File: src/rtl/polar_fc_pkg.sv
package polar_fc_pkg;

  // True when idx is the upper (lower-index) wing of a butterfly at this stage
  function automatic bit bfly_upper(input int idx, input int stage);
    return ((idx >> stage) & 1) == 0;
  endfunction

  // Width needed to count 0..n
  function automatic int count_width(input int n);
    return $clog2(n + 1);
  endfunction

endpackage

File: src/rtl/polar_fc_slicer.sv
module polar_fc_slicer #(
  parameter int LEN   = 16,
  parameter int LLR_W = 8
) (
  input  logic [LEN*LLR_W-1:0] llr_vec,
  output logic [LEN-1:0]       hard_vec
);
  // Negative LLR (sign bit set) maps to 1, zero and positive map to 0
  for (genvar i = 0; i < LEN; i++) begin : g_leaf
    assign hard_vec[i] = llr_vec[i*LLR_W + LLR_W - 1];
  end
endmodule

File: src/rtl/polar_fc_xform.sv
module polar_fc_xform
  import polar_fc_pkg::*;
#(
  parameter int LEN = 16
) (
  input  logic [LEN-1:0] x_vec,
  output logic [LEN-1:0] u_vec
);
  localparam int STAGES = $clog2(LEN);

  logic [STAGES:0][LEN-1:0] lvl;
  assign lvl[0] = x_vec;

  for (genvar s = 0; s < STAGES; s++) begin : g_stage
    for (genvar i = 0; i < LEN; i++) begin : g_node
      if (bfly_upper(i, s)) begin : g_xor
        assign lvl[s+1][i] = lvl[s][i] ^ lvl[s][i + (1 << s)];
      end else begin : g_pass
        assign lvl[s+1][i] = lvl[s][i];
      end
    end
  end

  assign u_vec = lvl[STAGES];
endmodule

File: src/rtl/polar_fc_scan.sv
module polar_fc_scan #(
  parameter int LEN   = 16,
  parameter int CNT_W = 5
) (
  input  logic [LEN-1:0]   leaf_vec,
  input  logic [LEN-1:0]   mask_vec,
  output logic [CNT_W-1:0] viol_cnt
);
  always_comb begin
    viol_cnt = '0;
    for (int i = 0; i < LEN; i++) begin
      viol_cnt = viol_cnt + CNT_W'(leaf_vec[i] & mask_vec[i]);
    end
  end
endmodule

File: src/rtl/polar_fc_unit.sv
module polar_fc_unit
  import polar_fc_pkg::*;
#(
  parameter int LEN   = 16,
  parameter int LLR_W = 8
) (
  input  logic                 clk,
  input  logic                 rst_n,
  input  logic                 start,
  input  logic [LEN*LLR_W-1:0] llr_in,
  input  logic [LEN-1:0]       frz_mask,
  output logic [LEN-1:0]       est_out,
  output logic                 pass,
  output logic                 done
);
  localparam int CNT_W = count_width(LEN);

  // Named internal events, observed by the bound checker
  logic [LEN-1:0]   hard_vec;
  logic [LEN-1:0]   leaf_vec;
  logic [CNT_W-1:0] viol_cnt;
  logic             check_ok;

  polar_fc_slicer #(.LEN(LEN), .LLR_W(LLR_W)) slicer_i (
    .llr_vec (llr_in),
    .hard_vec(hard_vec)
  );

  polar_fc_xform #(.LEN(LEN)) xform_i (
    .x_vec(hard_vec),
    .u_vec(leaf_vec)
  );

  polar_fc_scan #(.LEN(LEN), .CNT_W(CNT_W)) scan_i (
    .leaf_vec(leaf_vec),
    .mask_vec(frz_mask),
    .viol_cnt(viol_cnt)
  );

  assign check_ok = (viol_cnt == '0);

  always_ff @(posedge clk or negedge rst_n) begin
    if (!rst_n) begin
      est_out <= '0;
      pass    <= 1'b0;
      done    <= 1'b0;
    end else begin
      done <= start;
      if (start) begin
        est_out <= hard_vec;
        pass    <= check_ok;
      end
    end
  end
endmodule

File: config.mk
export PLATFORM = sky130hd
export DESIGN_NAME = polar_fc_unit
export DESIGN_NICKNAME = d
export VERILOG_FILES = /design/src/rtl/polar_fc_pkg.sv /design/src/rtl/polar_fc_slicer.sv /design/src/rtl/polar_fc_xform.sv /design/src/rtl/polar_fc_scan.sv /design/src/rtl/polar_fc_unit.sv
export SDC_FILE = /design/constraint.sdc
export NUM_CORES = 1
export LEC_CHECK = 0
export ABC_CLOCK_PERIOD_IN_PS = 1110
export BUFFER_PORTS_ARGS = -buffer_cell sky130_fd_sc_hd__buf_4
export CELL_PAD_IN_SITES_DETAIL_PLACEMENT = 1
export CELL_PAD_IN_SITES_GLOBAL_PLACEMENT = 2
export CORE_ASPECT_RATIO = 1.75
export CORE_UTILIZATION = 16
export DETAILED_ROUTE_END_ITERATION = 16
export PLACE_DENSITY_LB_ADDON = 0.1
export SETUP_SLACK_MARGIN = 0.1
export SLEW_MARGIN = 0
export SYNTH_ARGS = -nofsm -noshare
export SYNTH_HDL_FRONTEND = slang
export SYNTH_SLANG_ARGS = --single-unit
File: constraint.sdc
create_clock -name clk -period 1.11 [get_ports clk]
set_clock_uncertainty 0.1 [all_clocks]
set_input_delay 0.222 -clock clk [delete_from_list [all_inputs] [get_ports clk]]
set_output_delay 0.222 -clock clk [all_outputs]
set_load 0.01 [all_outputs]
## After elaboration in Yosys (flattened, before gate mapping)

Cells that the tools add are included.
Widths: inputs -> output; s select.

- Input bits: 147
- Word-level logic and storage cells: 67
- Register bits: 18
- Output and inout port bits: 18

- Bitwise logic cells: 48
- Reductions and logical operators: 1
- $add $sub $neg: 15

Operator list:

| kind | number |
|---|---|
| $add 5x5->5 | 15 |
| $xor 1x1->1 | 32 |
| $and 1x1->1 | 16 |
| $logic_not 5->1 | 1 |

## Logic depth before layout (Yosys ltp)

- Word-level depth: 21
- Mapped depth: 18
- Depth with buffers taken out: 17

## Hierarchy

From an unflattened synthesis, not the netlist that was laid out.

- Cell total of the unflattened synthesis: 136
- Area, all modules: 1564.0 µm²

By module, submodules not included:

| module | instances | seq. area each (µm²) | area each (µm²) | cells each |
|---|---|---|---|---|
| polar_fc_unit | 1 | 450.4 | 676.9 | 39 |
| polar_fc_scan | 1 | 0.0 | 437.9 | 49 |
| polar_fc_xform | 1 | 0.0 | 329.1 | 32 |
| polar_fc_slicer | 1 | 0.0 | 120.1 | 16 |

## Least setup slack after synthesis

OpenSTA, ideal clock, no wires.

- Path kind: in2reg
- From: in llr_in[111]
- To: reg pass
- Required time: 0.927 ns
- Slack: -3.184 ns
- Buffers on the path: 1
- Arrival time: 4.112 ns
- Stages on the path: 15
- Setup time: 0.083 ns
- Path through: buf_2 -> xnor2_1 -> xnor2_2 -> xnor2_2 -> xnor2_1 -> and2_1 -> fa_1 -> fa_1 -> fa_1 -> fa_1 -> ha_1 -> fa_1 -> nor4_1 -> nand3_1 -> o21ai_0

- Longest elaborated chain between the ends: 21
- Elaborated cells on any way between the ends: 33
- Those cells by class: add/sub: 15; bitwise: 17; reduce/logical: 1

Ends and longest elaborated chain:

| what | line | source |
|---|---|---|
| start: declaration | polar_fc_unit.sv:10 | `input logic [LEN*LLR_W-1:0] llr_in,` |
| $xor 1x1->1 (4 in a row) | polar_fc_xform.sv:17 | `assign lvl[s+1][i] = lvl[s][i] ^ lvl[s][i + (1 << s)];` |
| $and 1x1->1 | polar_fc_scan.sv:12 | `viol_cnt = viol_cnt + CNT_W'(leaf_vec[i] & mask_vec[i]);` |
| $add 5x5->5 (12 in a row) | polar_fc_scan.sv:12 |  |
| $add 5x5->5 (*) (3 in a row) | polar_fc_scan.sv:12 |  |
| $logic_not 5->1 (*) | polar_fc_unit.sv:40 | `assign check_ok = (viol_cnt == '0);` |
| end signal: assignment | polar_fc_unit.sv:51 | `pass <= check_ok;` |
| end: declaration | polar_fc_unit.sv:13 | `output logic pass,` |

Mark *: on every way between the ends. The rest lies on a longest branch, timed or not.
A chain may end at the register's enable or synchronous reset.

## Worst setup path in the final report

- From: in llr_in[95]
- To: reg pass

- Longest elaborated chain between the ends: 21
- Elaborated cells on any way between the ends: 35
- Those cells by class: add/sub: 15; bitwise: 19; reduce/logical: 1

Ends and longest elaborated chain:

| what | line |
|---|---|
| $xor 1x1->1 (4 in a row) | polar_fc_xform.sv:17 |
| $and 1x1->1 | polar_fc_scan.sv:12 |
| $add 5x5->5 (10 in a row) | polar_fc_scan.sv:12 |
| $add 5x5->5 (*) (5 in a row) | polar_fc_scan.sv:12 |
| $logic_not 5->1 (*) | polar_fc_unit.sv:40 |

Marks and branches as above.

==> impl_metrics.py <==
metrics = {
    "min_path": {
        "whs_path_depth": 2,
        "min_from": "llr_in[7]",
        "hold_class": "in2reg",
        "hold_end": "est_out[0]",
    },
    "detailed_routing": {
        "antenna_left": 0,
        "firstDrtPassIters": 2,
        "totalWireLength_um": 4100,
        "via_count": 1105,
        "drcViolationCount": 0,
        "drt_iter0_drc": 4,
        "avgRoutedWirePerCell_um": 13.3,
        "via_per_inst": 3.59,
    },
    "final_layout": {
        "antennaDiodeCount": 0,
        "final_nets": 357,
        "drive_gt1_share_pct": 52.3,
        "postLayoutCellArea_sq_um": 2320,
        "synthToLayoutAreaGrowth_pct": 64.7,
        "fillCellCount": 939,
        "final_cells": 308,
    },
    "timing": {
        "final-max-slew-violation-count": 0,
        "min_period_ns": 4.02,
        "worst_pin_slew_ns": 0.276,
        "finalWorstSetupSlack_ns": -2.91,
        "max_slew_margin_pct": 81.5,
        "rsz0062_at_grt": "yes",
        "whs_ns": 0.115,
        "fin_crit_sh_pct": 362,
        "hold_violations": 0,
        "finalSetupViolations": 1,
        "timing.fmax_mhz": 249,
    },
    "critical_path": {
        "cp_num_cells": 15,
        "r2r_start": "est_out[6]",
        "reg2reg_setup_slack_ns": 0.12,
        "cp_slowest_cell": "fa_1",
        "end_kind": "flip-flop",
        "arrival_ns": 4.10,
        "crit_family": "adder cells",
        "critPathMaxStageDelay_ns": 0.57,
        "path_class": "in2reg",
        "cp.buffers_inverters": 2,
        "worstRegToRegCells": 2,
        "startpoint_type": "input pin",
        "crit_top_cell": "fa_1",
        "crit_chain": "buf_4 -> xnor2_1 -> xnor2_1 -> buf_4 -> xor2_1 -> and2_1 -> fa_1 -> fa_1 -> fa_1 -> fa_1 -> ha_2 -> fa_1 -> nor4_2 -> nand3_1 -> o21ai_2",
        "worstReg2RegEnd": "est_out[6]",
        "cp_max_fo": 3,
        "cp.required_ns": 1.19,
    },
    "clock_network": {
        "cts_sinks": 18,
        "cts_made_buffers": 3,
        "cts_tree": "built",
        "clock_latency_ns": 0.25,
        "max-clock-path-buffers": 2,
        "path_clk_slew_ns": 0.05,
        "htreeDepth": 1,
        "cts-root-buf": "clkbuf_16",
    },
    "die": {
        "rows": 44,
        "core_area_sq_um": 8420,
        "die_x_um": 72.9,
        "dieArea_sq_um": 9190,
        "die_h_um": 126,
        "initial_utilization_pct": 16.7,
        "ios": 165,
    },
    "logic_synthesis": {
        "yosys_register_bits": 18,
        "synthCells": 121,
        "yosys_warnings": 0,
        "yosys-top-cells-area": "dfrtp_1, xnor2_1, fa_1",
        "seq_area_frac_synth_pct": 32.0,
        "synth_cell_types": 20,
        "synth_edf_count": 0,
        "yosys.cell_count.top_type": "xnor2_1",
        "synth_common_cells": "xnor2_1, dfrtp_1, mux2_2",
        "synth_top_area_cell": "dfrtp_1",
        "netlist.area_leader.share_pct": 32.0,
        "synth_fp_nets": 283,
        "avgSynthCellArea_sq_um": 11.6,
        "syn-cell-area_sq_um": 1410,
        "async_flop_share_pct": 100,
        "ys.flop_type": "dfrtp_1",
    },
    "placement": {
        "dpl_cell_area_sq_um": 2090,
        "port_buffers": 52,
        "dp_hpwl_um": 3590,
        "dp.cells": 303,
        "routabilityCongestion": 0.815,
    },
    "power": {
        "power.density_nw_per_um2": 1720,
        "p_total_mw": 3.98,
        "vdd_drop_max_v": 0.000688,
        "p_leak_nw": 1.05,
    },
    "global_route": {
        "grt.overflow.total": 0,
        "grt_util_all_layers_pct": 9.95,
        "grt_pass1_vias": 1305,
        "grt_max_degree": 19,
        "antenna_found_initial": 0,
        "grt_pass1_wl_um": 6640,
    },
    "run_status": {
        "violations": "setup timing",
        "status": "finished with violations",
    },
    "job": {
        "max_cap_violations": 0,
    },
}
==> what timing repair did <==
item                                    in CTS  in global routing
hold buffers                                 1                  0
endpoints found under the hold margin       18                  0
setup buffers                                1                  0
pin swaps                                    4                  5
endpoints found under the setup margin      19                 20
gates resized for setup                     20                  8
==> cell usage in the layout (no fill, tap or decap) <==
master	count
xnor2_2	2
nor2_1	2
xnor2_4	3
mux2_2	15
clkbuf_16	3
o21ai_2	1
ha_2	1
a21oi_1	1
dlygate4sd3_1	1
nor2b_1	1
xor2_1	8
nand3_1	2
inv_1	11
and2_1	10
nor4_2	1
ha_1	4
o21ai_0	1
xor2_4	1
dfrtp_1	18
xnor2_1	20
fa_1	10
buf_4	52
buf_6	20
xor2_2	1
mux2_4	1
nand2_1	3
==> where the power goes <==
group,switching [mW],leakage [nW],internal (mW),total [mW]
logic,1.20,0.798,1.28,2.47
registers,0.0495,0.212,0.731,0.781
clock network,0.249,0.0370,0.475,0.724
total,1.50,1.05,2.48,3.98
==> per-layer routing <==
metal / GRT usage [%] / wire length [um] / vias up
li1: - / - / 523
met1: 10.1 / 1380 / 541
met2: 18.7 / 2440 / 34
met3: 1.36 / 151 / 7
met4: 5.42 / 121 / 0
met5: 0 / 0 / -
==> logic make-up (layout without fill, tap and decap cells) <==
family | count (synthesis) | count (layout) | share of synthesized area, %
fa+ha+maj | 15 | 15 | 18.7
mux | 16 | 16 | 12.8
flops | 18 | 18 | 32.0
simple gates | 19 | 19 | 7.38
xor+xnor | 35 | 35 | 23.4
compound gates | 3 | 3 | 1.07
buf+inv | 15 | 87 | 4.71
==> worst max path at each step <==
stage | start | to | slack [ns]
6_report | llr_in[95] | pass | -2.91
3_5_place_dp | llr_in[47] | pass | -3.38
3_3_place_gp | llr_in[47] | pass | -3.30
5_1_grt | llr_in[95] | pass | -3.15
2_1_floorplan | llr_in[127] | pass | -2.94
4_1_cts | llr_in[63] | pass | -3.03
==> state kept, by name, summed over array words and instances (netlist names) <==
register / cells
est_out: 16
done: 1
pass: 1
==> stage by stage <==
stage | utilization [%] | setup TNS (ns) | setup WS, ns
4_1_cts | 26.9 | -3.03 | -3.03
5_1_grt | 27.5 | -3.24 | -3.15
2_1_floorplan | - | -2.94 | -2.94
3_5_place_dp | 24.8 | -3.38 | -3.38
6_report | 27.5 | -2.91 | -2.91
3_3_place_gp | 24.8 | -3.30 | -3.30
==> cell type report <==
cell class | count | area (sq um) | share of cell area [%]
multi-input cells | 88 | 982 | 42.4
repair buffers | 73 | 626 | 27.0
flip-flops and latches | 18 | 450 | 19.4
well taps | 115 | 144 | 6.21
clock buffers | 3 | 75.1 | 3.24
inverters | 11 | 41.3 | 1.78
(Power assumes the default switching activity.)
